`config.mk`:
```
export PLATFORM = sky130hd
export DESIGN_NAME = rate_detect
export DESIGN_NICKNAME = d
export VERILOG_FILES = /design/src/rtl/rate_detect_pkg.sv /design/src/rtl/rd_strobe_sync.sv /design/src/rtl/rd_window_ctr.sv /design/src/rtl/rd_classify.sv /design/src/rtl/rd_cs_decode.sv /design/src/rtl/rate_detect.sv
export SDC_FILE = /design/constraint.sdc
export NUM_CORES = 1
export LEC_CHECK = 0
export ABC_AREA = 1
export BUFFER_PORTS_ARGS = -buffer_cell sky130_fd_sc_hd__buf_2
export CELL_PAD_IN_SITES_DETAIL_PLACEMENT = 1
export CELL_PAD_IN_SITES_GLOBAL_PLACEMENT = 2
export CORE_UTILIZATION = 29
export DETAILED_ROUTE_END_ITERATION = 7
export HOLD_SLACK_MARGIN = 0.1
export PLACE_DENSITY = 0.72
export SYNTH_ARGS = -nofsm -noshare
export SYNTH_HDL_FRONTEND = slang
export SYNTH_SLANG_ARGS = --single-unit
```
`constraint.sdc`:
```
create_clock -name clk_i -period 2.8 [get_ports clk_i]
set_input_delay 0.14 -clock clk_i [delete_from_list [all_inputs] [get_ports clk_i]]
set_output_delay 0.14 -clock clk_i [all_outputs]
set_load 0.05 [all_outputs]
```
`src/rtl/rate_detect_pkg.sv`:
```
package rate_detect_pkg;

  typedef logic [3:0] rate_code_t;

  localparam rate_code_t RC_44K1  = 4'b0000;
  localparam rate_code_t RC_OOR   = 4'b0001;
  localparam rate_code_t RC_48K   = 4'b0010;
  localparam rate_code_t RC_32K   = 4'b0011;
  localparam rate_code_t RC_88K2  = 4'b1000;
  localparam rate_code_t RC_96K   = 4'b1010;
  localparam rate_code_t RC_176K4 = 4'b1100;
  localparam rate_code_t RC_192K  = 4'b1110;

  localparam logic [1:0] SEL_CS = 2'b11;
  localparam int NUM_REF = 3;

  localparam longint HZ_32K   = 32000;
  localparam longint HZ_44K1  = 44100;
  localparam longint HZ_48K   = 48000;
  localparam longint HZ_88K2  = 88200;
  localparam longint HZ_96K   = 96000;
  localparam longint HZ_176K4 = 176400;
  localparam longint HZ_192K  = 192000;

  // Reference cycles expected over a window of frames at a given rate
  function automatic longint nominal_count(longint ref_hz, longint frames, longint rate_hz);
    return (ref_hz * frames) / rate_hz;
  endfunction

  // Decision point halfway between two nominal counts
  function automatic longint mid_count(longint ref_hz, longint frames,
                                       longint rate_a, longint rate_b);
    return (nominal_count(ref_hz, frames, rate_a) +
            nominal_count(ref_hz, frames, rate_b)) / 2;
  endfunction

endpackage

```
`src/rtl/rd_strobe_sync.sv`:
```
module rd_strobe_sync #(
  parameter int STAGES = 2
) (
  input  logic clk_i,
  input  logic rst_i,
  input  logic strobe_i,
  output logic rise_o
);
  logic [STAGES-1:0] sync_q;
  logic              last_q;

  always_ff @(posedge clk_i) begin
    if (rst_i) begin
      sync_q <= '0;
      last_q <= 1'b0;
    end else begin
      sync_q <= {sync_q[STAGES-2:0], strobe_i};
      last_q <= sync_q[STAGES-1];
    end
  end

  assign rise_o = sync_q[STAGES-1] & ~last_q;
endmodule

```
`src/rtl/rd_window_ctr.sv`:
```
module rd_window_ctr #(
  parameter int WIN_FRAMES = 64,
  parameter int CNT_W      = 18,
  localparam int FRM_W     = (WIN_FRAMES > 1) ? $clog2(WIN_FRAMES) : 1
) (
  input  logic             clk_i,
  input  logic             rst_i,
  input  logic             restart_i,
  input  logic             enable_i,
  input  logic             edge_i,
  input  logic [CNT_W-1:0] tout_i,
  output logic             done_o,
  output logic             timed_out_o,
  output logic [CNT_W-1:0] count_o
);
  typedef enum logic {ST_WAIT, ST_RUN} win_state_t;

  win_state_t       state_q;
  logic [CNT_W-1:0] cyc_q;
  logic [FRM_W-1:0] frm_q;
  logic [CNT_W-1:0] cyc_inc;
  logic             last_frame;

  assign cyc_inc    = cyc_q + CNT_W'(1);
  assign last_frame = (frm_q == FRM_W'(WIN_FRAMES - 1));

  always_ff @(posedge clk_i) begin
    if (rst_i || restart_i || !enable_i) begin
      state_q     <= ST_WAIT;
      cyc_q       <= '0;
      frm_q       <= '0;
      done_o      <= 1'b0;
      timed_out_o <= 1'b0;
      count_o     <= '0;
    end else begin
      done_o <= 1'b0;
      if (edge_i) begin
        if (state_q == ST_WAIT) begin
          state_q <= ST_RUN;
          cyc_q   <= '0;
          frm_q   <= '0;
        end else if (last_frame) begin
          done_o      <= 1'b1;
          timed_out_o <= 1'b0;
          count_o     <= cyc_inc;
          cyc_q       <= '0;
          frm_q       <= '0;
        end else begin
          frm_q <= frm_q + FRM_W'(1);
          cyc_q <= cyc_inc;
        end
      end else if (cyc_inc >= tout_i) begin
        done_o      <= 1'b1;
        timed_out_o <= 1'b1;
        state_q     <= ST_WAIT;
        cyc_q       <= '0;
        frm_q       <= '0;
      end else begin
        cyc_q <= cyc_inc;
      end
    end
  end
endmodule

```
`src/rtl/rd_classify.sv`:
```
module rd_classify
  import rate_detect_pkg::*;
#(
  parameter int unsigned REF0_HZ    = 11289600,
  parameter int unsigned REF1_HZ    = 12288000,
  parameter int unsigned REF2_HZ    = 24576000,
  parameter int unsigned WIN_FRAMES = 64,
  parameter int unsigned TIMEOUT_HZ = 16000,
  parameter int unsigned LOW_HZ     = 24000,
  parameter int unsigned HIGH_HZ    = 240000,
  parameter int          CNT_W      = 18
) (
  input  logic [1:0]       sel_i,
  input  logic [CNT_W-1:0] count_i,
  output rate_code_t       code_o,
  output logic [CNT_W-1:0] tout_o
);
  rate_code_t       code_r [NUM_REF];
  logic [CNT_W-1:0] tout_r [NUM_REF];

  for (genvar g = 0; g < NUM_REF; g++) begin : g_ref
    localparam longint F = (g == 0) ? longint'(REF0_HZ) :
                           (g == 1) ? longint'(REF1_HZ) : longint'(REF2_HZ);
    localparam longint W = longint'(WIN_FRAMES);
    // thresholds in ascending count order (descending rate)
    localparam logic [CNT_W-1:0] B_HI  = CNT_W'(nominal_count(F, W, longint'(HIGH_HZ)));
    localparam logic [CNT_W-1:0] B_192 = CNT_W'(mid_count(F, W, HZ_192K, HZ_176K4));
    localparam logic [CNT_W-1:0] B_176 = CNT_W'(mid_count(F, W, HZ_176K4, HZ_96K));
    localparam logic [CNT_W-1:0] B_96  = CNT_W'(mid_count(F, W, HZ_96K, HZ_88K2));
    localparam logic [CNT_W-1:0] B_88  = CNT_W'(mid_count(F, W, HZ_88K2, HZ_48K));
    localparam logic [CNT_W-1:0] B_48  = CNT_W'(mid_count(F, W, HZ_48K, HZ_44K1));
    localparam logic [CNT_W-1:0] B_44  = CNT_W'(mid_count(F, W, HZ_44K1, HZ_32K));
    localparam logic [CNT_W-1:0] B_LO  = CNT_W'(nominal_count(F, W, longint'(LOW_HZ)));
    localparam logic [CNT_W-1:0] T_OUT = CNT_W'(nominal_count(F, W, longint'(TIMEOUT_HZ)));

    always_comb begin
      if      (count_i <  B_HI)  code_r[g] = RC_OOR;
      else if (count_i <  B_192) code_r[g] = RC_192K;
      else if (count_i <  B_176) code_r[g] = RC_176K4;
      else if (count_i <  B_96)  code_r[g] = RC_96K;
      else if (count_i <  B_88)  code_r[g] = RC_88K2;
      else if (count_i <  B_48)  code_r[g] = RC_48K;
      else if (count_i <  B_44)  code_r[g] = RC_44K1;
      else if (count_i <  B_LO)  code_r[g] = RC_32K;
      else                       code_r[g] = RC_OOR;
    end

    assign tout_r[g] = T_OUT;
  end

  always_comb begin
    case (sel_i)
      2'b00:   begin code_o = code_r[0]; tout_o = tout_r[0]; end
      2'b01:   begin code_o = code_r[1]; tout_o = tout_r[1]; end
      2'b10:   begin code_o = code_r[2]; tout_o = tout_r[2]; end
      default: begin code_o = RC_OOR;    tout_o = tout_r[0]; end
    endcase
  end
endmodule

```
`src/rtl/rd_cs_decode.sv`:
```
module rd_cs_decode
  import rate_detect_pkg::*;
(
  input  logic       pro_i,
  input  logic [7:0] byte0_i,
  input  logic [7:0] byte3_i,
  input  logic [7:0] byte4_i,
  output rate_code_t code_o
);
  logic [1:0] base_fld;
  logic [3:0] ext_fld;
  rate_code_t pro_code;
  logic       unused_bits;

  assign base_fld    = byte0_i[7:6];
  assign ext_fld     = byte4_i[6:3];
  assign unused_bits = ^{byte0_i[5:0], byte3_i[7:4], byte4_i[7], byte4_i[2:0]};

  always_comb begin
    case ({base_fld, ext_fld})
      6'b01_0000: pro_code = RC_44K1;
      6'b10_0000: pro_code = RC_48K;
      6'b11_0000: pro_code = RC_32K;
      6'b00_1010: pro_code = RC_88K2;
      6'b00_0010: pro_code = RC_96K;
      6'b00_1011: pro_code = RC_176K4;
      6'b00_0011: pro_code = RC_192K;
      default:    pro_code = RC_OOR;
    endcase
  end

  assign code_o = pro_i ? pro_code : rate_code_t'(byte3_i[3:0]);
endmodule

```
`src/rtl/rate_detect.sv`:
```
module rate_detect
  import rate_detect_pkg::*;
#(
  parameter int unsigned REF0_HZ    = 11289600,
  parameter int unsigned REF1_HZ    = 12288000,
  parameter int unsigned REF2_HZ    = 24576000,
  parameter int unsigned WIN_FRAMES = 64,
  parameter int unsigned TIMEOUT_HZ = 16000,
  parameter int unsigned LOW_HZ     = 24000,
  parameter int unsigned HIGH_HZ    = 240000,
  parameter int          SYNC_STAGES = 2
) (
  input  logic       clk_i,
  input  logic       rst_i,
  input  logic       strobe_i,
  input  logic [1:0] ref_sel_i,
  input  logic       cs_pro_i,
  input  logic [7:0] cs_byte0_i,
  input  logic [7:0] cs_byte3_i,
  input  logic [7:0] cs_byte4_i,
  output logic [3:0] rate_code_o,
  output logic       rate_valid_o
);
  localparam longint MAX_REF = (REF0_HZ > REF1_HZ) ?
                               ((REF0_HZ > REF2_HZ) ? longint'(REF0_HZ) : longint'(REF2_HZ)) :
                               ((REF1_HZ > REF2_HZ) ? longint'(REF1_HZ) : longint'(REF2_HZ));
  localparam longint MAX_TOUT = nominal_count(MAX_REF, longint'(WIN_FRAMES), longint'(TIMEOUT_HZ));
  localparam int     CNT_W    = $clog2(MAX_TOUT + 1) + 1;

  logic [1:0]       sel_q;
  logic             sel_change;
  logic             cs_mode;
  logic             frame_rise;
  logic             meas_done;
  logic             meas_tout;
  logic [CNT_W-1:0] meas_count;
  logic [CNT_W-1:0] tout_lim;
  rate_code_t       meas_code;
  rate_code_t       cs_code;

  assign sel_change = (ref_sel_i != sel_q);
  assign cs_mode    = (ref_sel_i == SEL_CS);

  rd_strobe_sync #(.STAGES(SYNC_STAGES)) u_sync (
    .clk_i    (clk_i),
    .rst_i    (rst_i),
    .strobe_i (strobe_i),
    .rise_o   (frame_rise)
  );

  rd_window_ctr #(.WIN_FRAMES(WIN_FRAMES), .CNT_W(CNT_W)) u_win (
    .clk_i       (clk_i),
    .rst_i       (rst_i),
    .restart_i   (sel_change),
    .enable_i    (!cs_mode),
    .edge_i      (frame_rise),
    .tout_i      (tout_lim),
    .done_o      (meas_done),
    .timed_out_o (meas_tout),
    .count_o     (meas_count)
  );

  rd_classify #(
    .REF0_HZ(REF0_HZ), .REF1_HZ(REF1_HZ), .REF2_HZ(REF2_HZ),
    .WIN_FRAMES(WIN_FRAMES), .TIMEOUT_HZ(TIMEOUT_HZ),
    .LOW_HZ(LOW_HZ), .HIGH_HZ(HIGH_HZ), .CNT_W(CNT_W)
  ) u_cls (
    .sel_i   (ref_sel_i),
    .count_i (meas_count),
    .code_o  (meas_code),
    .tout_o  (tout_lim)
  );

  rd_cs_decode u_cs (
    .pro_i   (cs_pro_i),
    .byte0_i (cs_byte0_i),
    .byte3_i (cs_byte3_i),
    .byte4_i (cs_byte4_i),
    .code_o  (cs_code)
  );

  always_ff @(posedge clk_i) begin
    if (rst_i) begin
      sel_q        <= ref_sel_i;
      rate_code_o  <= RC_OOR;
      rate_valid_o <= 1'b0;
    end else begin
      sel_q <= ref_sel_i;
      if (sel_change) begin
        rate_valid_o <= 1'b0;
      end else if (cs_mode) begin
        rate_code_o  <= cs_code;
        rate_valid_o <= 1'b1;
      end else if (meas_done) begin
        rate_code_o  <= meas_tout ? RC_OOR : meas_code;
        rate_valid_o <= 1'b1;
      end
    end
  end
endmodule

```
# == Word level (Yosys, flattened, before mapping) ==
# Cells that the tools add are included.
# word_totals
wordCells,112
ff_bits,55
inputBits,30
# classes
n_mux,51
eq_ne,14
n_bitwise,3
add_sub_neg,2
order_cmp,22
n_reduce_logical,9
# op_table
op,count
$mux 4,25
$lt 18x13->1 const B,5
$lt 18x15->1 const B,5
$lt 18x14->1 const B,4
$mux 18,4
$lt 18x12->1 const B,3
$lt 18x16->1 const B,3
$pmux 17 s2,1
$pmux 4 s7,1
$mux 6,4
$add 18x1->18 const B,1
$eq 6x6->1 const B,3
$ge 18x18->1,1
$lt 18x17->1 const B,1
$eq 6x2->1 const B,2
$eq 6x4->1 const B,2
$mux 1,12
$pmux 4 s3,1
$add 6x1->6 const B,1
$eq 6x5->1 const B,1
$mux 2,3
$reduce_and 3->1,2
$eq 2x2->1 const B,2
$ne 2x1->1 const B,2
other kinds (9),12

# == Longest topological paths before layout ==
# logic_depth
ltp_word,13
ltp_mapped,22
mapped_depth_nobuf,21

# == Modules after synthesis ==
# Synthesis repeated with hierarchy kept, for this count alone.
# unflattened
hier_cells,726
hier_area_um2,4516.8
# by_module_without_submodules
mod,seq_area_each_um2,area_per_inst_um2,n_inst,cells_each
rd_window_ctr,900.9,2665.1,1,368
rd_classify,0.0,1213.7,1,249
rate_detect,140.1,420.4,1,71
rd_cs_decode,0.0,131.4,1,28
rd_strobe_sync,60.1,86.3,1,10

# == Worst setup path before layout ==
# OpenSTA, ideal clock, no wires.
# synth_path
kind,register -> register
startpoint,register u_win.cyc_q[0]
endpoint,register u_win.cyc_q[13]
arrival_ns,2.684
setup_time_ns,0.064
setup_slack_ns,0.051
n_path_buf,1
required_time_ns,2.736
path_stages_with_launch,23
period_less_slack_ns,2.749
path_cell_list,dfxtp_1 -> ha_1 -> nand2_1 -> nor2_1 -> nand2_1 -> nor2_1 -> nand3_1 -> xor2_1 -> inv_1 -> ha_1 -> a21o_1 -> nor2_1 -> nand3_1 -> nor2_1 -> nand3b_1 -> nand2_1 -> nand2_1 -> nand2_2 -> nand3_2 -> nand2_2 -> nand2_4 -> buf_6 -> nor2_1
# synth_via
elab_chain_cells,4
# synth_rtl
item,line_no,source
"start, declared",rd_window_ctr.sv:19,logic [CNT_W-1:0] cyc_q;
"start signal, assigned",rd_window_ctr.sv:50,cyc_q <= cyc_inc;
"start signal, assigned",rd_window_ctr.sv:59,cyc_q <= cyc_inc;
$add 18x1->18,rd_window_ctr.sv:24,assign cyc_inc = cyc_q + CNT_W'(1);
via u_win.cyc_inc[12],rd_window_ctr.sv:21,logic [CNT_W-1:0] cyc_inc;
$ge 18x18->1,rd_window_ctr.sv:52,end else if (cyc_inc >= tout_i) begin
$mux 18,rd_window_ctr.sv:52,
$mux 18,rd_window_ctr.sv:37,if (edge_i) begin
# The timed path passes the listed nets, and every way through them passes these cells.
# A chain may end at the register's enable or synchronous reset.

# == Worst setup path after layout ==
# layout_path
startpoint,register u_win.cyc_q[1]
endpoint,register u_win.cyc_q[0]
# The elaborated chain is that of the path after synthesis.

==> impl_summary.log <==
[metrics] Max Root-Sink Buffers: 2
[metrics] count of boundary I/O pins: 35
[metrics] register bit count reported by yosys: between 50 and 60
[metrics] clock tree from TritonCTS: yes
[metrics] launch instance of the worst min-delay path: cs_byte3_i[3]
[metrics] endpoint arrival time on the critical path: around 3.1 ns
[metrics] Power per Cell Area: 342.8 mW/mm2
[metrics] mean cell area of the mapped netlist: a little over 6 um2
[metrics] RSZ-0062 raised after global routing: true
[metrics] H-tree depth: 2
[metrics] endpoint type of the worst setup path: flip-flop
[metrics] routed wire length: 11.51 mm
[metrics] die width: approximately 110 um
[metrics] initial standard-cell utilization of the core: 0.2966
[metrics] register area: 0.001112 mm2
[metrics] leakage component of the power: 2.116 nW
[metrics] final net count: 691
[metrics] share of total power in sequential cells: 0.497
[metrics] wire length of the first global-routing pass: 18.80 mm
[metrics] final critical delay including setup and external delays: 2.857 ns
[metrics] vias per cell: 4.848
[metrics] cell internal power dissipation: 1.180 mW
[metrics] average detailed-routed wire length per instance: 14.49 um
[metrics] register area share after synthesis: 0.3091
[metrics] Post-synth top flop: dfxtp_1
[metrics] Syn Nets: just over 600
[metrics] violated checks: setup timing
[metrics] # rows: 40
[metrics] Antenna diodes: 0
[metrics] switching share of power: 0.2583
[metrics] total negative slack: -0.4545 ns
[metrics] Clock Sink Count: 55
[metrics] number of standard cells in the layout, taps in and fillers out: about 790
[metrics] initial antenna violation count: 0
[metrics] total power after layout: 1.592 mW
[metrics] crit start category: flip-flop
[metrics] worst-case headroom to the max-slew limit: 0.6753
[metrics] status: finished with violations
[metrics] async set-or-reset flop fraction in the synthesized netlist: 0
[metrics] number of global-route vias before repair: 3,907
[metrics] Port Buffers: 20
[metrics] CTS root buffer: clkbuf_16
[metrics] clock skew after layout: about 0.011 ns
[metrics] post-synthesis cell type with the largest combined area: dfxtp_1
[metrics] netlist area before placement: 0.003562 mm2
[metrics] path category of the worst min-delay check: input port to flip-flop
[metrics] Setup-failing EPs final: 17
[metrics] vias after detailed routing: 3,849
[metrics] final global-route overflow total: 0
[metrics] DP Area: 0.004018 mm2
[metrics] Clock Latency Late Sink: 0.31 ns
[metrics] total count of max-transition violations in the final report: 0
[metrics] Worst-Margin Slew: 0.4854 ns
[metrics] area grow syn2layout: 30.35%
[metrics] setup slack of the critical path after layout: -0.05680 ns
[metrics] layout cells sized above 1: 0.1855
[metrics] post-synthesis cell count: between 500 and 600
[metrics] final period utilization: 1.020
[metrics] start of the worst register-to-register path: u_win.cyc_q[1]$_SDFF_PP0_
[metrics] count of placed standard cells including taps: 759
[metrics] Sw Pwr: 411.2 uW
[metrics] achievable clock frequency: 0.3500 GHz
[metrics] final estimated routing congestion in global placement: 0.8435
[metrics] 1st-pass router iterations: 4
[metrics] die area: 0.01273 mm2
[metrics] most numerous cell in the Yosys netlist: nand2_1
[metrics] CTS buffer count: 5
[metrics] fraction of power consumed by the clock network: 0.414
[metrics] worst path required time: 3.03 ns
[metrics] multi-input gate area in the final layout: 0.002354 mm2
[metrics] largest net degree at the start of global routing: 30
[metrics] power share of the combinational group: 0.089
[metrics] clk slew on worst S/H paths: 0.08 ns
[metrics] WS Path Type: flip-flop to flip-flop
[metrics] MaxCap Viol Count: 0
[metrics] sum of net half-perimeters after detailed placement: 8.538 mm
[metrics] drt initial violations: 178
[metrics] final core occ: 0.3866
[metrics] total routing resource utilization after global routing: 0.1853
[metrics] total of fill cells in the finished design: 1,575
[metrics] final hold violation count: 0
[metrics] die boundary height: 112.8 um
[metrics] maximum vdd drop: 0.0002805 V
[metrics] number of distinct standard cells referenced by the synthesized netlist: 34
[metrics] area of the placeable core: 0.01201 mm2
[metrics] number of nets with antenna violations after detailed routing: 0
[metrics] EDFF count, synth: 0
[metrics] final instance area: 0.004643 mm2
[metrics] portion of synthesized cell area occupied by the leading cell type: 0.3091
[metrics] number of warnings printed during yosys synthesis: 0
[metrics] largest cells by area after synthesis: dfxtp_1 31%, nand2_1 14%, inv_1 9.3%, nor2_1 8.7%, a21oi_1 5.6%
[metrics] Commonest cells post-synth: 136 x nand2_1, 88 x inv_1, 83 x nor2_1
[metrics] DRC Markers: 0
[metrics] crit path from: u_win.cyc_q[1]$_SDFF_PP0_
[metrics] Crit Path Max Fanout: 5
[through the flow]
| step | setup WS, ns | hold slack, ns |
|---|---|---|
| 6_report | -0.05680 | 0.1746 |
| 2_1_floorplan | 0.05139 | 0.1677 |
| 4_1_cts | 0.007156 | 0.1660 |
| 3_5_place_dp | -0.1503 | 0.3308 |
| 5_1_grt | -0.2353 | 0.1893 |
| 3_3_place_gp | 0.01691 | 0.3223 |
[power by group through the flow]
stage | logic, mW | registers [mW] | clock network, mW
6_report | 0.142 | 0.791 | 0.658
5_1_grt | 0.158 | 0.792 | 0.717
4_1_cts | 0.124 | 0.793 | 0.687
3_5_place_dp | 0.112 | 0.811 | 0
3_3_place_gp | 0.110 | 0.811 | 0
2_1_floorplan | 0.0589 | 0.822 | 0
[per-layer routing]
| layer | global-route usage | part of all wire | vias up |
|---|---|---|---|
| met5 | 0 | 0 | - |
| met4 | 0.07022 | 0.023 | 0 |
| met3 | 0.02303 | 0.017 | 19 |
| met2 | 0.3021 | 0.48 | 40 |
| met1 | 0.2502 | 0.48 | 1799 |
| li1 | - | - | 1991 |
[repair_timing]
item / 4_1_cts / 5_1_grt
hold endpoints to repair: 5 / 0
gates cloned: 1 / 2
buffers inserted: 13 / 6
pin swaps: 2 / 25
setup endpoints to repair: 26 / 28
hold buffers: 5 / 0
resized for setup: 12 / 46
[sequential cells by signal (all words and copies together) (netlist names), 2 cells and up]
register / count
u_sync.sync_q: 2
u_win.cyc_q: 18
rate_code_o: 4
u_win.count_o: 18
sel_q: 2
u_win.frm_q: 6
[logic make-up (layout without fill, tap and decap cells)]
family	after synthesis	count (layout)	share of synthesized area
buffers and inverters	98	170	0.1057
adder cells (fa/ha/maj)	15	15	0.05269
flip-flops	55	55	0.3091
AND/OR/NAND/NOR	293	296	0.3495
AO/OA/AOI/OAI	100	100	0.1560
XOR/XNOR	11	11	0.02705
[worst paths after layout]
| check | end | slack (ns) | cells past startpoint |
|---|---|---|---|
| worst max register to register | u_win.cyc_q[0]$_SDFF_PP0_ | -0.06 | 21 |
| worst min register to register | u_sync.sync_q[1]$_SDFF_PP0_ | 0.41 | 2 |
| worst min-delay path | rate_code_o[3]$_SDFFE_PP0P_ | 0.17 | 3 |
| worst max-delay path | u_win.cyc_q[0]$_SDFF_PP0_ | -0.06 | 21 |
[layout make-up]
type | instances | share of cell area
clock buffer | 5 | 0.02695
sequential | 55 | 0.2396
multi-input combinational | 422 | 0.5069
timing repair buffer | 72 | 0.1083
inverter | 90 | 0.07276
tap | 147 | 0.03961
clock inverter | 3 | 0.005928
[worst max-delay path, stage by stage (launching register included)]
cell	delay, ns
dfxtp_4	0.38
ha_4	0.16
nand2_4	0.06
nor2_4	0.13
nand2_2	0.09
nor2_4	0.13
nand3_2	0.10
xor2_2	0.19
inv_2	0.08
ha_4	0.15
a21o_1	0.18
nor2_1	0.13
nand3_1	0.09
nor2_1	0.09
nand3b_1	0.11
nand2_1	0.08
nand2_1	0.06
nand2_2	0.09
nand3_4	0.10
nand2_8	0.16
nand2_8	0.10
nor2_4	0.12
[placed cells by master, fill, tap and decap left out, drive strengths merged, types with 2 or more instances in the layout]
| cell | count |
|---|---|
| nor2 | 83 |
| o211ai | 5 |
| xor2 | 6 |
| o31ai | 3 |
| o21ai | 39 |
| nand3 | 41 |
| o22ai | 3 |
| buf | 67 |
| clkinv | 2 |
| a31oi | 3 |
| nand4 | 10 |
| ha | 15 |
| dfxtp | 55 |
| nand2 | 142 |
| inv | 90 |
| xnor2 | 5 |
| dlygate4sd3 | 5 |
| a21boi | 2 |
| nor3 | 15 |
| nand3b | 3 |
| clkbuf | 5 |
| a21oi | 41 |
Note: power is estimated with default switching activity, not from simulation.
